===== src/rtl/port_irq_vector.sv =====
module port_irq_vector #(
  parameter int N_PINS      = 8,
  parameter int SYNC_STAGES = 2,
  parameter int DATA_W      = 16
) (
  input  logic              clk,
  input  logic              rst_n,
  input  logic [N_PINS-1:0] pins_i,
  input  logic [1:0]        bus_addr,
  input  logic              bus_rd,
  input  logic              bus_wr,
  input  logic [1:0]        bus_be,
  input  logic [DATA_W-1:0] bus_wdata,
  output logic [DATA_W-1:0] bus_rdata,
  output logic              irq_o
);

  localparam int VEC_W = $clog2(2 * N_PINS + 1);
  localparam logic [1:0] A_VEC = 2'd0, A_EDGE = 2'd1, A_EN = 2'd2, A_FLAG = 3'd3;

  logic [N_PINS-1:0] sync_q [SYNC_STAGES];
  logic [N_PINS-1:0] lvl, lvl_prev;
  logic [N_PINS-1:0] ies, en, flag;
  logic [N_PINS-1:0] pend, top_mask, edge_hit, ies_set, set, flag_d, new_val;
  logic [VEC_W-1:0]  top_code;
  logic              irq_q;
  logic              vec_acc, edge_wr, en_wr, flag_wr, low_wr;
  logic              unused_hi;

  assign unused_hi = ^bus_wdata[DATA_W-1:N_PINS];

  always_ff @(posedge clk or negedge rst_n) begin
    if (!rst_n) begin
      for (int i = 0; i < SYNC_STAGES; i++) sync_q[i] <= '0;
      lvl_prev <= '0;
    end else begin
      sync_q[0] <= pins_i;
      for (int i = 1; i < SYNC_STAGES; i++) sync_q[i] <= sync_q[i-1];
      lvl_prev <= sync_q[SYNC_STAGES-1];
    end
  end

  assign lvl      = sync_q[SYNC_STAGES-1];
  assign edge_hit = (lvl & ~lvl_prev & ~ies) | (~lvl & lvl_prev & ies);

  assign low_wr  = bus_wr && bus_be[0];
  assign vec_acc = (bus_rd || bus_wr) && bus_addr == A_VEC && (&bus_be);
  assign edge_wr = low_wr && bus_addr == A_EDGE;
  assign en_wr   = low_wr && bus_addr == A_EN;
  assign flag_wr = low_wr && bus_addr == A_FLAG;
  assign new_val = bus_wdata[N_PINS-1:0];

  assign ies_set = edge_wr ? ((new_val ^ ies) & ~(new_val ^ lvl)) : '0;
  assign set     = edge_hit | ies_set;
  assign pend    = flag & en;

  always_comb begin
    top_mask = '0;
    top_code = '0;
    for (int i = N_PINS - 1; i >= 0; i--) begin
      if (pend[i]) begin
        top_mask    = '0;
        top_mask[i] = 1'b1;
        top_code    = VEC_W'(2 * (i + 1));
      end
    end
  end

  assign flag_d = (flag_wr ? new_val : (flag & ~(vec_acc ? top_mask : '0))) | set;

  always_ff @(posedge clk or negedge rst_n) begin
    if (!rst_n) begin
      ies   <= '0;
      en    <= '0;
      flag  <= '0;
      irq_q <= 1'b0;
    end else begin
      if (edge_wr) ies <= new_val;
      if (en_wr)   en  <= new_val;
      flag  <= flag_d;
      irq_q <= |pend;
    end
  end

  assign irq_o = irq_q;

  always_comb begin
    bus_rdata = '0;
    if (bus_rd) begin
      case (bus_addr)
        A_VEC:   bus_rdata = (&bus_be) ? DATA_W'(top_code) : '0;
        A_EDGE:  bus_rdata = DATA_W'(ies);
        A_EN:    bus_rdata = DATA_W'(en);
        default: bus_rdata = DATA_W'(flag);
      endcase
    end
  end

  // a detected edge always leaves its flag set
  a_r10_edge_wins: assert property (@(posedge clk) disable iff (!rst_n)
    (edge_hit != '0) |=> ((flag & $past(edge_hit)) == $past(edge_hit)));

  // with no write, no vector access and no event, flags hold
  a_r4_flags_hold: assert property (@(posedge clk) disable iff (!rst_n)
    (!flag_wr && !vec_acc && set == '0) |=> (flag == $past(flag)));

  // a full vector access retires the named pin
  a_r7_vec_clears_top: assert property (@(posedge clk) disable iff (!rst_n)
    (vec_acc && pend != '0 && (top_mask & set) == '0) |=> ((flag & $past(top_mask)) == '0));

  // the code names the lowest enabled pending pin
  a_r5_code_names_top: assert property (@(posedge clk) disable iff (!rst_n)
    (top_code != '0) |->
      ((pend & ((N_PINS'(1) << (top_code >> 1)) - N_PINS'(1))) == (N_PINS'(1) << ((top_code >> 1) - 1))));

  a_r5_idle_code_zero: assert property (@(posedge clk) disable iff (!rst_n)
    (pend == '0) |-> (top_code == '0));

  // no enables, no request
  a_r6_no_enable_quiet: assert property (@(posedge clk) disable iff (!rst_n)
    (en == '0) |=> !irq_o);

endmodule


===== config.mk =====
export PLATFORM = sky130hd
export DESIGN_NAME = port_irq_vector
export DESIGN_NICKNAME = d
export VERILOG_FILES = /design/src/rtl/port_irq_vector.sv
export SDC_FILE = /design/constraint.sdc
export NUM_CORES = 1
export LEC_CHECK = 0
export ABC_AREA = 1
export BUFFER_PORTS_ARGS = -buffer_cell sky130_fd_sc_hd__buf_2
export CAP_MARGIN = 20
export CORE_ASPECT_RATIO = 2
export CORE_UTILIZATION = 59
export DETAILED_ROUTE_END_ITERATION = 16
export PLACE_DENSITY = 0.93
export SYNTH_ARGS = -nofsm -noshare
export SYNTH_HDL_FRONTEND = slang
export SYNTH_SLANG_ARGS = --single-unit

===== constraint.sdc =====
create_clock -name clk -period 2.2 [get_ports clk]
set_input_delay 0.22 -clock clk [delete_from_list [all_inputs] [get_ports clk]]
set_output_delay 0.22 -clock clk [all_outputs]
set_load 0.02 [all_outputs]

==> run summary <==
The detailed router finished its first iteration with 72 violations. The required time of the critical path came out at 1980 ps. The register area is 1230 sq um. The minimum clock period came out at roughly 1800 ps.

TritonCTS built the clock tree. The floorplan core area came out at 4090 sq um. The share of the clock period used by the worst path came out at 81.3%.

Relative to the synthesized area, the layout overhead comes to 11.6%. The largest net degree at the start of global routing came out at 50. The largest delay contributor family on the critical path is simple AND/OR/NAND/NOR gates. The critical path is of the reg2out type.

The combined global-route utilization of all metal layers came out at 26.2%. The min-delay analysis places its worst path in the category in2reg. Routability-driven placement finished with a final weighted congestion of roughly 0.98. The worst setup path is captured at an output pin. Setup repair after global routing left no endpoint under its margin.

Clock tree synthesis selected as its root buffer the cell clkbuf_8. The final routed DRC violation total came out at 0. The y dimension of the die came out at 94.2 microns. The largest stage delay on the critical path is 400 ps. The number of library cell types mapped by synthesis came out at 26. The number of hold violations in the final report came out at 0. The total of fill cells in the finished design is about 340. The cell type of the slowest stage on the worst timing path is dfrtp_1. The worst ir drop on vdd is 690 uV. The power density over the cells came out at 760 nW/um^2. The total power of the final layout is approximately 2.1 mW. The number of pins exceeding their max-slew limit in the final report came to 0.

The number of maximum-capacitance violations came out at 0. The number of standard cells after synthesis is 296. The synthesis warning total is 0. 0 antenna diodes ended up in the layout. The final setup TNS came out at 0 ps. In the final routed layout, each cell accounts on average for 13.0 microns. The total die area came out at 4530 sq um. Counting flops and latches in the post-synthesis netlist gives 49. For this design, the sink count on the clock tree is 49. The hold-fix buffer count after cts is 1.

The setup violation total in the final timing report came out at 0. The first-pass GRT wire length is 8260 microns. The achievable frequency is 559 MHz.

The multi-input combinational cells in the finished layout cover a total of 1040 sq um. The final standard cell count with taps included and fillers excluded came out at 386. The number of rows in the core area came out at 33. No sink is reached through more buffers than the 2 on the longest clock path. The post-CTS setup buffer count came out at 0. Using the TritonRoute via totals, the vias-per-cell ratio works out to 5.45. The worst setup path is launched from a flop. Wires add up to 5000 microns. The total I/O pin count is 49.

The post-synthesis instance area is 2510 sq um. The flow ran to the end, and the final reports show no timing, DRC or antenna violations. The detail route stage leaves a number of antenna-violating nets equal to 0. The maximum fanout encountered on the critical timing path came out at 5.

The finished cells cover about 2800 sq um. The count of placed standard cells including taps is ~380. Counting the buffers created by CTS gives 5.

The via count of the first global-routing pass is approximately 2,000. The first detailed-routing pass ran for 4 iterations. STA puts the critical path data arrival time at ~1600 ps. The fraction of the yosys area taken by sequential cells is 48.9%. Of the cells placed in the final design, the portion with a size suffix greater than 1 is between 10% and 20%. For this run the aggregate overflow at the end of global routing stands at 0.

The number of buffers and inverters on the critical path came out at 2. The half-perimeter wire length after placement came out at 3670 microns. The starting density of the core came out at 61.3%.

The number of buffers inserted by port buffering came out at 32. The post-cts sizing count is 0. The clock slew seen by the registers of the worst setup and hold paths came out at 80 ps.

The width of the chip came out at 48.1 microns. The net count reported at finish came out at 365. The maximum clock skew at final layout came out at 5.12 ps. In this run the number of H-tree levels came out at 2. The detailed-route via count came out at 2,103. The synthesized area per cell came out at 8.47 sq um. The area of placed instances is about 2700 sq um. The critical path goes through nand2_1 > inv_1 > nor2_1 > nand4_1 > a21oi_1 > buf_2. The clock latency reported for the late side of the worst-skew pair came out at 300 ps. The number of antenna violations at the first check in global routing is 0.

The static leakage is approximately 1.5 nW.
## worst register-to-register path, delay by kind of cell, from the launching register on
family / cells / cell delay, ps
DFF: 1 / 400
and+or+nand+nor: 6 / 820
## area by class of cell
type,count,area share (%)
flip-flops and latches,49,43.8
multi-input cells,202,37.2
repair buffers,36,7.51
inverters,39,5.50
clock buffers,7,3.44
well taps,52,2.33
clock inverters,1,0.179
## path summary, 6_finish.rpt
check	start	slack, ps	depth (start not counted)	end
max	flag[0]	410	6	bus_rdata[4]
min	pins_i[7]	20	1	sync_q[15]
max reg2reg	flag[0]	860	6	flag[4]
min reg2reg	sync_q[11]	350	0	lvl[3]
max in group asynchronous	rst_n	1540	3	lvl_prev[1]
min in group asynchronous	rst_n	420	3	ies[7]
## layer usage
metal  vias up  part of all wire (%)  track usage (%)
met5         -                     0                0
met2        78                    54             44.4
met3        11                   5.0             4.04
li1       1013                     -                -
met4         0                   3.0             14.6
met1      1001                    38             28.8
## layout by cell type, fill, tap and decap left out, drive strengths merged
cell type	n
conb	8
nand3b	1
nor3	1
dlygate4sd3	3
o221ai	1
dfrtp	49
o211ai	5
mux2	2
nand4	3
nand3	26
clkbuf	7
o21ai	31
inv	39
nor2	25
a21oi	24
nand2	75
buf	33
clkinv	1
## power breakdown
part           total, mW  internal, mW  switching, mW
logic              0.496         0.169          0.327
clock network      0.560         0.284          0.276
registers           1.07          1.00         0.0655
## Yosys cell counts (all sizes together)
cell	number	share of area [%]
nand2	75	13
dfrtp	49	49
inv	39	6.1
o21ai	31	6.9
nand3	26	5.2
nor2	25	6.3
a21oi	24	4.9
buf	13	4.5
o211ai	5	1.5
nand4	3	0.75
mux2	2	1.2
conb	1	0.15
nand3b	1	0.30
nor3	1	0.20
o221ai	1	0.35
## stage by stage
stage / setup WS (ps) / hold WS [ps] / utilization, %
finish: 410 / 20.7 / 68.4
floorplan: 814 / -75.6 / -
global route: 269 / 6.58 / 68.4
CTS: 420 / 13.3 / 68.0
global placement: 727 / 221 / 65.2
detailed placement: 722 / 226 / 65.2
## sequential cells by signal, summed over array words and instances (netlist names)
register  cells
en            8
flag          8
ies           8
lvl           8
lvl_prev      8
sync_q        8
irq_o         1
## cells by family (layout without fill, tap and decap cells)
kind of cell | after synthesis | in the layout | share of synthesized area, %
mux | 2 | 2 | 1.20
buf+inv | 52 | 83 | 10.6
compound gates | 61 | 61 | 13.7
other cells | 1 | 8 | 0.150
flops | 49 | 49 | 48.9
simple gates | 131 | 131 | 25.4
Note: power is estimated with default switching activity, not from simulation.
